**src/rtl/vlen_pkg.sv**
```systemverilog
package vlen_pkg;

  // Slot code, read as {msb, lsb} of the 2-bit field.
  typedef enum logic [1:0] {
    SLOT_OP26  = 2'b00,
    SLOT_OP34  = 2'b01,
    SLOT_OP42  = 2'b10,
    SLOT_EMPTY = 2'b11
  } slot_code_e;

  localparam int unsigned BASE_OP_BITS = 26;
  localparam int unsigned EXT_BYTE_BITS = 8;

  // Extension bytes implied by a slot code.
  function automatic logic [1:0] code_ext(input logic [1:0] code);
    logic [1:0] r;
    case (slot_code_e'(code))
      SLOT_OP34: r = 2'd1;
      SLOT_OP42: r = 2'd2;
      default:   r = 2'd0;
    endcase
    return r;
  endfunction

endpackage

```
**src/rtl/vlen_slot_classify.sv**
```systemverilog
module vlen_slot_classify
  import vlen_pkg::*;
#(
  parameter int NSLOT  = 5,
  parameter int SIZE_W = 6
) (
  input  logic [2*NSLOT-1:0]      fmt,
  output logic [NSLOT-1:0]        used,
  output logic [NSLOT*SIZE_W-1:0] size_bits,
  output logic [2*NSLOT-1:0]      ext_cnt
);

  for (genvar g = 0; g < NSLOT; g++) begin : g_slot
    logic [1:0] code;
    logic       present;
    logic [1:0] ext;

    assign code    = fmt[2*g +: 2];
    assign present = (code != SLOT_EMPTY);
    assign ext     = code_ext(code);

    assign used[g]                     = present;
    assign ext_cnt[2*g +: 2]           = ext;
    assign size_bits[SIZE_W*g +: SIZE_W] =
      present ? SIZE_W'(BASE_OP_BITS + EXT_BYTE_BITS * int'(ext)) : '0;
  end

endmodule

```
**src/rtl/vlen_layout_accum.sv**
```systemverilog
module vlen_layout_accum #(
  parameter int NSLOT      = 5,
  parameter int HDR_BYTES  = 2,
  parameter int MAIN_BYTES = 3,
  parameter int GROUP      = 3,
  parameter int OFF_W      = 5,
  parameter int CNT_W      = 3
) (
  input  logic [NSLOT-1:0]       used,
  input  logic [2*NSLOT-1:0]     ext_cnt,
  output logic [NSLOT*OFF_W-1:0] op_off,
  output logic [NSLOT*OFF_W-1:0] ext_off,
  output logic [CNT_W-1:0]       nops,
  output logic [OFF_W-1:0]       len
);

  always_comb begin
    int rank;
    int acc;
    op_off  = '0;
    ext_off = '0;
    rank    = 0;
    // Main parts in slot order; one extra field byte ahead of the second group.
    for (int i = 0; i < NSLOT; i++) begin
      if (used[i]) begin
        op_off[i*OFF_W +: OFF_W] =
          OFF_W'(HDR_BYTES + MAIN_BYTES * rank + ((rank >= GROUP) ? 1 : 0));
        rank = rank + 1;
      end
    end
    acc = HDR_BYTES + MAIN_BYTES * rank + ((rank > GROUP) ? 1 : 0);
    // Extension bytes trail every main part, again in slot order.
    for (int i = 0; i < NSLOT; i++) begin
      if (used[i] && (ext_cnt[2*i +: 2] != 2'd0)) begin
        ext_off[i*OFF_W +: OFF_W] = OFF_W'(acc);
        acc = acc + int'(ext_cnt[2*i +: 2]);
      end
    end
    nops = CNT_W'(rank);
    len  = OFF_W'(acc);
  end

endmodule

```
**src/rtl/vliw_len_decoder.sv**
```systemverilog
module vliw_len_decoder #(
  parameter int NSLOT      = 5,
  parameter int HDR_BYTES  = 2,
  parameter int MAIN_BYTES = 3,
  parameter int GROUP      = 3,
  localparam int FMT_W     = 2 * NSLOT,
  localparam int MAX_LEN   = HDR_BYTES + MAIN_BYTES * NSLOT
                             + ((NSLOT > GROUP) ? 1 : 0) + 2 * NSLOT,
  localparam int LEN_W     = $clog2(MAX_LEN + 1),
  localparam int CNT_W     = $clog2(NSLOT + 1),
  localparam int SIZE_W    = $clog2(vlen_pkg::BASE_OP_BITS
                                    + 2 * vlen_pkg::EXT_BYTE_BITS + 1)
) (
  input  logic                    clk,
  input  logic                    rst_n,
  input  logic                    in_valid,
  output logic                    in_ready,
  input  logic [FMT_W-1:0]        in_fmt,
  input  logic                    in_brtgt,
  output logic                    out_valid,
  input  logic                    out_ready,
  output logic [LEN_W-1:0]        out_len,
  output logic [CNT_W-1:0]        out_nops,
  output logic [NSLOT-1:0]        out_used,
  output logic [NSLOT*SIZE_W-1:0] out_size,
  output logic [FMT_W-1:0]        out_ext,
  output logic [NSLOT*LEN_W-1:0]  out_op_off,
  output logic [NSLOT*LEN_W-1:0]  out_ext_off
);

  localparam logic [FMT_W-1:0] FMT_BRANCH = {NSLOT{2'b10}};
  localparam logic [FMT_W-1:0] FMT_IDLE   = {FMT_W{1'b1}};

  // Reset release synchroniser
  logic [1:0] rs_q, rs_d;
  logic       run;

  assign rs_d = {rs_q[0], 1'b1};
  assign run  = rs_q[1];

  always_ff @(posedge clk or negedge rst_n) begin
    if (!rst_n) rs_q <= '0;
    else        rs_q <= rs_d;
  end

  // Handshake and field carry
  logic             accept;
  logic             valid_q, valid_d;
  logic [FMT_W-1:0] held_q, held_d, eff_fmt;

  assign in_ready = run && (!valid_q || out_ready);
  assign accept   = in_valid && in_ready;
  assign held_d   = accept ? in_fmt : held_q;
  assign valid_d  = accept ? 1'b1 : (out_ready ? 1'b0 : valid_q);
  assign eff_fmt  = in_brtgt ? FMT_BRANCH : held_q;

  // Layout datapath
  logic [NSLOT-1:0]        c_used;
  logic [NSLOT*SIZE_W-1:0] c_size;
  logic [FMT_W-1:0]        c_ext;
  logic [NSLOT*LEN_W-1:0]  c_op_off, c_ext_off;
  logic [CNT_W-1:0]        c_nops;
  logic [LEN_W-1:0]        c_len;

  vlen_slot_classify #(
    .NSLOT  (NSLOT),
    .SIZE_W (SIZE_W)
  ) u_classify (
    .fmt       (eff_fmt),
    .used      (c_used),
    .size_bits (c_size),
    .ext_cnt   (c_ext)
  );

  vlen_layout_accum #(
    .NSLOT      (NSLOT),
    .HDR_BYTES  (HDR_BYTES),
    .MAIN_BYTES (MAIN_BYTES),
    .GROUP      (GROUP),
    .OFF_W      (LEN_W),
    .CNT_W      (CNT_W)
  ) u_accum (
    .used    (c_used),
    .ext_cnt (c_ext),
    .op_off  (c_op_off),
    .ext_off (c_ext_off),
    .nops    (c_nops),
    .len     (c_len)
  );

  // Registers
  logic [LEN_W-1:0]        len_q;
  logic [CNT_W-1:0]        nops_q;
  logic [NSLOT-1:0]        used_q;
  logic [NSLOT*SIZE_W-1:0] size_q;
  logic [FMT_W-1:0]        ext_q;
  logic [NSLOT*LEN_W-1:0]  op_off_q, ext_off_q;

  always_ff @(posedge clk or negedge rst_n) begin
    if (!rst_n) begin
      valid_q <= 1'b0;
      held_q  <= FMT_IDLE;
    end else begin
      valid_q <= valid_d;
      held_q  <= held_d;
    end
  end

  always_ff @(posedge clk or negedge rst_n) begin
    if (!rst_n) begin
      len_q     <= '0;
      nops_q    <= '0;
      used_q    <= '0;
      size_q    <= '0;
      ext_q     <= '0;
      op_off_q  <= '0;
      ext_off_q <= '0;
    end else if (accept) begin
      len_q     <= c_len;
      nops_q    <= c_nops;
      used_q    <= c_used;
      size_q    <= c_size;
      ext_q     <= c_ext;
      op_off_q  <= c_op_off;
      ext_off_q <= c_ext_off;
    end
  end

  assign out_valid   = valid_q;
  assign out_len     = len_q;
  assign out_nops    = nops_q;
  assign out_used    = used_q;
  assign out_size    = size_q;
  assign out_ext     = ext_q;
  assign out_op_off  = op_off_q;
  assign out_ext_off = ext_off_q;

endmodule

```
**config.mk**
```make
export PLATFORM = sky130hd
export DESIGN_NAME = vliw_len_decoder
export DESIGN_NICKNAME = d
export VERILOG_FILES = /design/src/rtl/vlen_pkg.sv /design/src/rtl/vlen_slot_classify.sv /design/src/rtl/vlen_layout_accum.sv /design/src/rtl/vliw_len_decoder.sv
export SDC_FILE = /design/constraint.sdc
export NUM_CORES = 1
export LEC_CHECK = 0
export BUFFER_PORTS_ARGS = -buffer_cell sky130_fd_sc_hd__buf_2
export CAP_MARGIN = 25
export CORE_MARGIN = 2
export CORE_UTILIZATION = 41
export DETAILED_ROUTE_END_ITERATION = 6
export MAX_ROUTING_LAYER = met4
export PLACE_DENSITY = 0.63
export SLEW_MARGIN = 20
export SYNTH_ARGS = -nofsm -noshare
export SYNTH_HDL_FRONTEND = slang
export SYNTH_HIERARCHICAL = 1
export SYNTH_SLANG_ARGS = --single-unit
```
**constraint.sdc**
```tcl
create_clock -name clk -period 14.1 [get_ports clk]
set_input_delay 2.82 -clock clk [delete_from_list [all_inputs] [get_ports clk]]
set_output_delay 2.82 -clock clk [all_outputs]
set_load 0.005 [all_outputs]
```
Word-level counts from Yosys, hierarchy flattened
Index checks and enable logic that the tools add are counted.
{"block": "word_totals", "reg_bits": 116, "input_bits": 15, "output_inout_bits": 105, "elab_cells": 112}
{"block": "op_classes", "multipliers": 5, "add_sub_neg": 24, "muxes": 38, "reduce_logical": 15, "n_lt_le_gt_ge": 5, "eq_ne": 15}
{"operator": "3-bit by 32-bit multiplier with 5-bit output, first input constant", "count": 4}
{"operator": "32-bit two-way mux", "count": 4}
{"operator": "32-bit by 2-bit adder with 32-bit output, second input constant", "count": 3}
{"operator": "32-bit by 3-bit greater-or-equal comparator with 1-bit output, second input constant", "count": 3}
{"operator": "5-bit two-way mux", "count": 14}
{"operator": "32-bit by 3-bit > comparator with 1-bit output, second input constant", "count": 1}
{"operator": "5-bit by 5-bit adder with 6-bit output, first input constant", "count": 5}
{"operator": "6-bit two-way mux", "count": 5}
{"operator": "3-bit by 5-bit adder with 5-bit output, first input constant", "count": 5}
{"operator": "5-bit by 3-bit adder with 5-bit output", "count": 5}
{"operator": "5-bit adder", "count": 4}
{"operator": "2-bit case mux with 2 select lines", "count": 5}
{"operator": "2-bit nonzero test", "count": 6}
{"operator": "2-bit by 1-bit equality test with 1-bit output, second input constant", "count": 5}
{"operator": "2-bit equality test, second input constant", "count": 5}
{"operator": "10-bit two-way mux", "count": 1}
{"operator": "2-bit != test, second input constant", "count": 5}
{"operator": "1-bit two-way mux", "count": 8}
{"operator": "1-bit logical AND", "count": 7}
{"operator": "5-bit by 2-bit adder with 5-bit output", "count": 1}
{"operator": "2-bit by 1-bit multiplier with 3-bit output, first input constant", "count": 1}
{"operator": "1-bit by 1-bit adder with 2-bit output, second input constant", "count": 1}
{"operator": "1-bit by 2-bit greater-or-equal comparator with 1-bit output, second input constant", "count": 1}
{"operator": "2-bit two-way mux", "count": 1}
{"operator": "other kinds (2)", "count": 2}

Logic depth before layout (Yosys ltp)
{"block": "logic_depth", "depth_word": 24, "depth_mapped": 39, "depth_no_buf": 38}

Cells and area by module
The synthesis kept the hierarchy.
{"module": "vliw_len_decoder", "seq_area_each_um2": 2915.3, "n_inst": 1, "cells_per_inst": 258, "area_per_inst_um2": 4683.2}
{"module": "vlen_layout_accum", "seq_area_each_um2": 0.0, "n_inst": 1, "cells_per_inst": 243, "area_per_inst_um2": 2015.7}
{"module": "vlen_slot_classify", "seq_area_each_um2": 0.0, "n_inst": 1, "cells_per_inst": 61, "area_per_inst_um2": 479.2}

Worst setup path after synthesis
OpenSTA, ideal clock, no wires.
{"block": "synth_path", "kind": "input -> register", "startpoint": "input in_brtgt", "endpoint": "register len_q[4], in the netlist out_len[4]", "setup_ps": 125, "arrival_ps": 10402, "required_time_ps": 13975, "path_buffers": 1, "path_slack_ps": 3574, "path_stages": 36, "path_cell_list": "or2_2 > ha_1 > inv_1 > buf_4 > inv_1 > ha_1 > and2_1 > or2_2 > inv_1 > ha_1 > nand2_1 > o21ai_0 > ha_1 > inv_1 > a21oi_1 > ha_1 > and3_1 > o21ai_0 > ha_1 > ha_1 > fa_1 > mux2i_1 > fa_1 > mux2i_1 > inv_1 > fa_1 > nor2_1 > a21oi_1 > fa_1 > mux2_2 > fa_1 > nor2_1 > nand2_1 > nor2_2 > xnor2_1 > mux2_2"}
{"block": "synth_via", "elab_chain_cells": 24, "elab_cells_between_ends": 55, "classes_between": "11 x add/sub; 1 x mul; 1 x order compare; 15 x eq/ne; 17 x mux; 10 x reduce/logical"}
{"element": "start, declared", "line": "vliw_len_decoder.sv:19", "source": "input logic in_brtgt,"}
{"element": "10-bit two-way mux *", "line": "vliw_len_decoder.sv:55", "source": "assign eff_fmt = in_brtgt ? FMT_BRANCH : held_q;"}
{"element": "2-bit != test *", "line": "vlen_slot_classify.sv:19", "source": "assign present = (code != SLOT_EMPTY);"}
{"element": "named net u_classify.g_slot[0].present", "line": "vlen_slot_classify.sv:15", "source": "logic present;"}
{"element": "1-bit two-way mux *", "line": "vlen_layout_accum.sv:25", "source": "if (used[i]) begin"}
{"element": "1-bit by 1-bit adder with 2-bit output", "line": "vlen_layout_accum.sv:28", "source": "rank = rank + 1;"}
{"element": "32-bit two-way mux *", "line": "vlen_layout_accum.sv:25"}
{"element": "32-bit by 2-bit adder with 32-bit output", "line": "vlen_layout_accum.sv:28"}
{"element": "32-bit two-way mux *", "line": "vlen_layout_accum.sv:25"}
{"element": "[... 4 more ...]"}
{"element": "named net c_nops[1]", "line": "vliw_len_decoder.sv:62", "source": "logic [CNT_W-1:0] c_nops;"}
{"element": "[... 6 more ...]"}
{"element": "5-bit two-way mux *", "line": "vlen_layout_accum.sv:34", "source": "if (used[i] && (ext_cnt[2*i +: 2] != 2'd0)) begin"}
{"element": "5-bit by 3-bit adder with 5-bit output", "line": "vlen_layout_accum.sv:36", "source": "acc = acc + int'(ext_cnt[2*i +: 2]);"}
{"element": "5-bit two-way mux *", "line": "vlen_layout_accum.sv:34"}
{"element": "5-bit by 3-bit adder with 5-bit output", "line": "vlen_layout_accum.sv:36"}
{"element": "5-bit two-way mux *", "line": "vlen_layout_accum.sv:34"}
{"element": "5-bit by 3-bit adder with 5-bit output", "line": "vlen_layout_accum.sv:36"}
{"element": "5-bit two-way mux *", "line": "vlen_layout_accum.sv:34"}
{"element": "named net c_len[4]", "line": "vliw_len_decoder.sv:63", "source": "logic [LEN_W-1:0] c_len;"}
{"element": "end signal, assigned", "line": "vliw_len_decoder.sv:119", "source": "len_q <= c_len;"}
{"element": "end, declared", "line": "vliw_len_decoder.sv:92", "source": "logic [LEN_W-1:0] len_q;"}
The timed path passes the listed nets; every way through them passes the cells marked *.
A chain may end at the register's enable or synchronous reset.

Final worst setup path
{"block": "layout_path", "startpoint": "input in_brtgt", "endpoint": "register len_q[4], in the netlist out_len[4]"}
{"block": "layout_via", "elab_chain_cells": 24, "elab_cells_between_ends": 55, "classes_between": "11 x add/sub; 1 x mul; 1 x order compare; 15 x eq/ne; 17 x mux; 10 x reduce/logical"}
{"element": "10-bit two-way mux *", "line": "vliw_len_decoder.sv:55"}
{"element": "named net eff_fmt[1]", "line": "vliw_len_decoder.sv:49", "source": "logic [FMT_W-1:0] held_q, held_d, eff_fmt;"}
{"element": "2-bit != test *", "line": "vlen_slot_classify.sv:19"}
{"element": "1-bit two-way mux *", "line": "vlen_layout_accum.sv:25"}
{"element": "1-bit by 1-bit adder with 2-bit output", "line": "vlen_layout_accum.sv:28"}
{"element": "32-bit two-way mux *", "line": "vlen_layout_accum.sv:25"}
{"element": "32-bit by 2-bit adder with 32-bit output", "line": "vlen_layout_accum.sv:28"}
{"element": "32-bit two-way mux *", "line": "vlen_layout_accum.sv:25"}
{"element": "[... 4 more ...]"}
{"element": "named net c_nops[1]", "line": "vliw_len_decoder.sv:62"}
{"element": "[... 6 more ...]"}
{"element": "5-bit two-way mux *", "line": "vlen_layout_accum.sv:34"}
{"element": "5-bit by 3-bit adder with 5-bit output", "line": "vlen_layout_accum.sv:36"}
{"element": "5-bit two-way mux *", "line": "vlen_layout_accum.sv:34"}
{"element": "5-bit by 3-bit adder with 5-bit output", "line": "vlen_layout_accum.sv:36"}
{"element": "5-bit two-way mux *", "line": "vlen_layout_accum.sv:34"}
{"element": "5-bit by 3-bit adder with 5-bit output", "line": "vlen_layout_accum.sv:36"}
{"element": "5-bit two-way mux *", "line": "vlen_layout_accum.sv:34"}
{"element": "named net c_len[4]", "line": "vliw_len_decoder.sv:63"}
Marks and branches as above.

==> results list <==
* Slew at the pin closest to its max-slew limit: 0.9278 ns
- Number of core rows: between 40 and 50
- For this design, the slowest cell found on the critical path is fa_1.
* Post-placement cell count: 879
* Die width: around 140 µm
- Fin crit period: about 11 ns
- Data on the critical path is required at its endpoint by approximately 14 ns.
- Setup repair after global routing left no endpoint under its margin.
- The root buffer cell chosen for the clock tree is clkbuf_16.
* Synth warn: 6
- The run finished with clean final reports.
- Counting cells, the worst reg-to-reg path comes to 35.
- Initial Utilization: 0.4179
- The critical path is of the in2reg type.
* Wire per inst: 16.12 µm
- Final-layout setup total negative slack: 0 ns
* Area of the placeable core: 17,180 µm²
* CTS sink count: roughly 120
* Clock Skew: about 0.013 ns
- Clock latency at the later pin of the worst-skew pair: around 0.42 ns
* Number of register bits inferred by synthesis: about 120
- The number of buffers and inverters on the critical path is 6.
- At the worst endpoint, the arrival time is ~12 ns.
* Vias: ~4,300
- At the end of routability-driven placement, the weighted congestion stood at approximately 0.8.
- In this run the most critical hold path is launched from rs_q[0].
- Maximum number of pins on one net before global-route repair: 63
- Post-synthesis sequential area ratio: 0.4061
* Deepest clock path buffer count: 2
- Endpoint of the worst-slack reg-to-reg timing path: out_len[4]
- Worst path depth: 36
- F_max: approximately 90 MHz
* Share of final-layout standard cells stronger than drive strength 1: 0.4440
* Met1 routing resource usage after global routing: 0.2249
- Headroom to the max-slew limit came out at 0.3749.
- STA classifies the critical path endpoint as a register.
- Hold bufs inserted after CTS: 0
- The number of failing hold endpoints at the final stage came to 0.
- H-tree depth: 4
- The number of antenna violations at the first check in global routing was 0.
- For this run, the slowest stage of the critical path takes about 0.51 ns.
- Number of pins exceeding their max-slew limit in the final report: 0
- Fraction of registers with async set or reset after synthesis: 1.000
- Of the available clock period, the critical path in the final layout requires 0.8007.
* Routing layer with the top usage in global route: met2
- Min-delay worst type: reg2reg
* Vias per std cell: around 4.7
* Post-DP HPWL: approximately 11,000 µm
- Startpoint of the worst register-to-register path: held_q[1]
* Post-layout instance count excluding filler cells: roughly 910
- Across the run, the number of max-cap violations was 0.
- Largest driver fanout on the critical path: 10
* Count of inserted antenna diode cells: 0
- Clk pin slew, worst setup/hold paths: 0.06 ns
- First-iteration detailed-routing DRC count: ~180
- Kind of cell with the highest combined delay on the critical path: adder cells
- Most frequently used flop master after synthesis: dfrtp_1
- Flop2flop setup slack: ~5.1 ns
* Netlist cell types: 54
- In this run the mean area of a mapped cell was around 13 µm².
- Number of primary I/O pins: 120
- Instance count along the most critical hold path: 0
- Met3 global-route usage: 0.03840
- The path with the worst hold slack has its endpoint at rs_q[1].
* Die Area: between 15,000 and 20,000 µm²
- In the global route stage, overall resource usage came out at 0.1728.
* GR Util met2: 0.2641
- Kind of start point of the critical path: input port
- Synthesis produced a netlist whose cell count is between 500 and 600.
- DRC errors left: 0
* Antenna violation net count after detailed routing: 0
* Netlist Area Pre-Place: roughly 7200 µm²
* Nets@finish: 764
- Post-cts sizing count: 0
- Count of buffers inserted at the top-level ports: 119
* Total congestion overflow: 0
- Before antenna repair, the detailed router went through 4 iterations.
* Via count of the first global-routing pass: 4,637
- Setup violations remaining at the end of the flow were counted as 0.
- Most frequent cell on the critical path: ha_1
- Finished Core Util: 0.4889
- The first global-routing pass estimated approximately 24,000 µm of wire.
- Once the clock tree was built, the setup fixing pass inserted 0 buffers.
* Clock buffer count from CTS: 17
- Wirelength, routed: 14,700 µm
- Relative to the synthesized area, the layout overhead comes to 16.99%.
* DIE HEIGHT: 136.3 µm
- In this run, synthesis inferred 0 flip-flops with an integrated enable.
* CTS tree: built
==> worst max-delay path by stage <==
stage | startpoint | to
finish | in_brtgt | out_len[4]
CTS | in_brtgt | out_len[4]
floorplan | in_brtgt | out_len[4]
global route | in_brtgt | out_len[4]
detailed placement | in_brtgt | out_len[4]
global placement | in_brtgt | out_len[4]
==> Yosys cell counts, types with 10 or more instances <==
cell type  number  share of area
and2_1         16          0.014
dfstp_2        10          0.037
mux2_4         70           0.15
inv_1          48          0.025
a21oi_1        13         0.0091
buf_4          28          0.029
dfrtp_1       106           0.37
ha_1           66           0.12
nor2_1         32          0.017
mux2_2         45          0.071
==> flip-flops by register name, indices dropped and copies added, names as in the netlist <==
register	cells
out_ext	10
out_len	5
out_valid	1
held_q	10
rs_q	2
out_nops	3
out_size	30
out_used	5
out_ext_off	25
out_op_off	25
==> metal layers <==
| layer | up-vias | wire length [µm] |
|---|---|---|
| li1 | 2052 | - |
| met1 | 2098 | 6881 |
| met3 | 12 | 600 |
| met4 | 0 | 195 |
| met2 | 92 | 7026 |
| met5 | - | 0 |
==> layout by cell type, fill, tap and decap left out, types with 16 or more instances in the layout <==
master / n
buf_2: 118
dfrtp_1: 106
mux2_4: 70
ha_1: 66
inv_1: 48
mux2_2: 45
nor2_1: 32
clkbuf_16: 17
conb_1: 17
and2_1: 16
==> cells by family after synthesis <==
kind of cell / synth area share
adder cells (fa/ha/maj): 0.1401
other: 0.001569
XOR/XNOR: 0.04811
multiplexers: 0.2268
buffers and inverters: 0.07565
AO/OA/AOI/OAI: 0.02719
flip-flops: 0.4061
AND/OR/NAND/NOR: 0.07443
==> final cells by class <==
type | count | area, µm²
Inverter | 48 | 180.2
Multi-Input combinational cell | 366 | 3772
Clock inverter | 10 | 131.4
Tap cell | 225 | 281.5
Fill cell | 1571 | 8778
Sequential cell | 116 | 2915
Clock buffer | 22 | 454.2
Timing Repair Buffer | 125 | 663.1
==> through the flow <==
step	worst slack [ns]	hold WS [ns]	instance area, µm²
6_report	2.811	0.3409	8398
5_1_grt	2.143	0.3509	8398
4_1_cts	2.738	0.3450	8371
3_5_place_dp	2.296	0.3442	7785
3_3_place_gp	2.864	0.3409	7785
2_1_floorplan	3.574	0.3312	7231
Power is not shown: default switching activity piles up to over one toggle a cycle in this logic, so the estimate is an artifact.
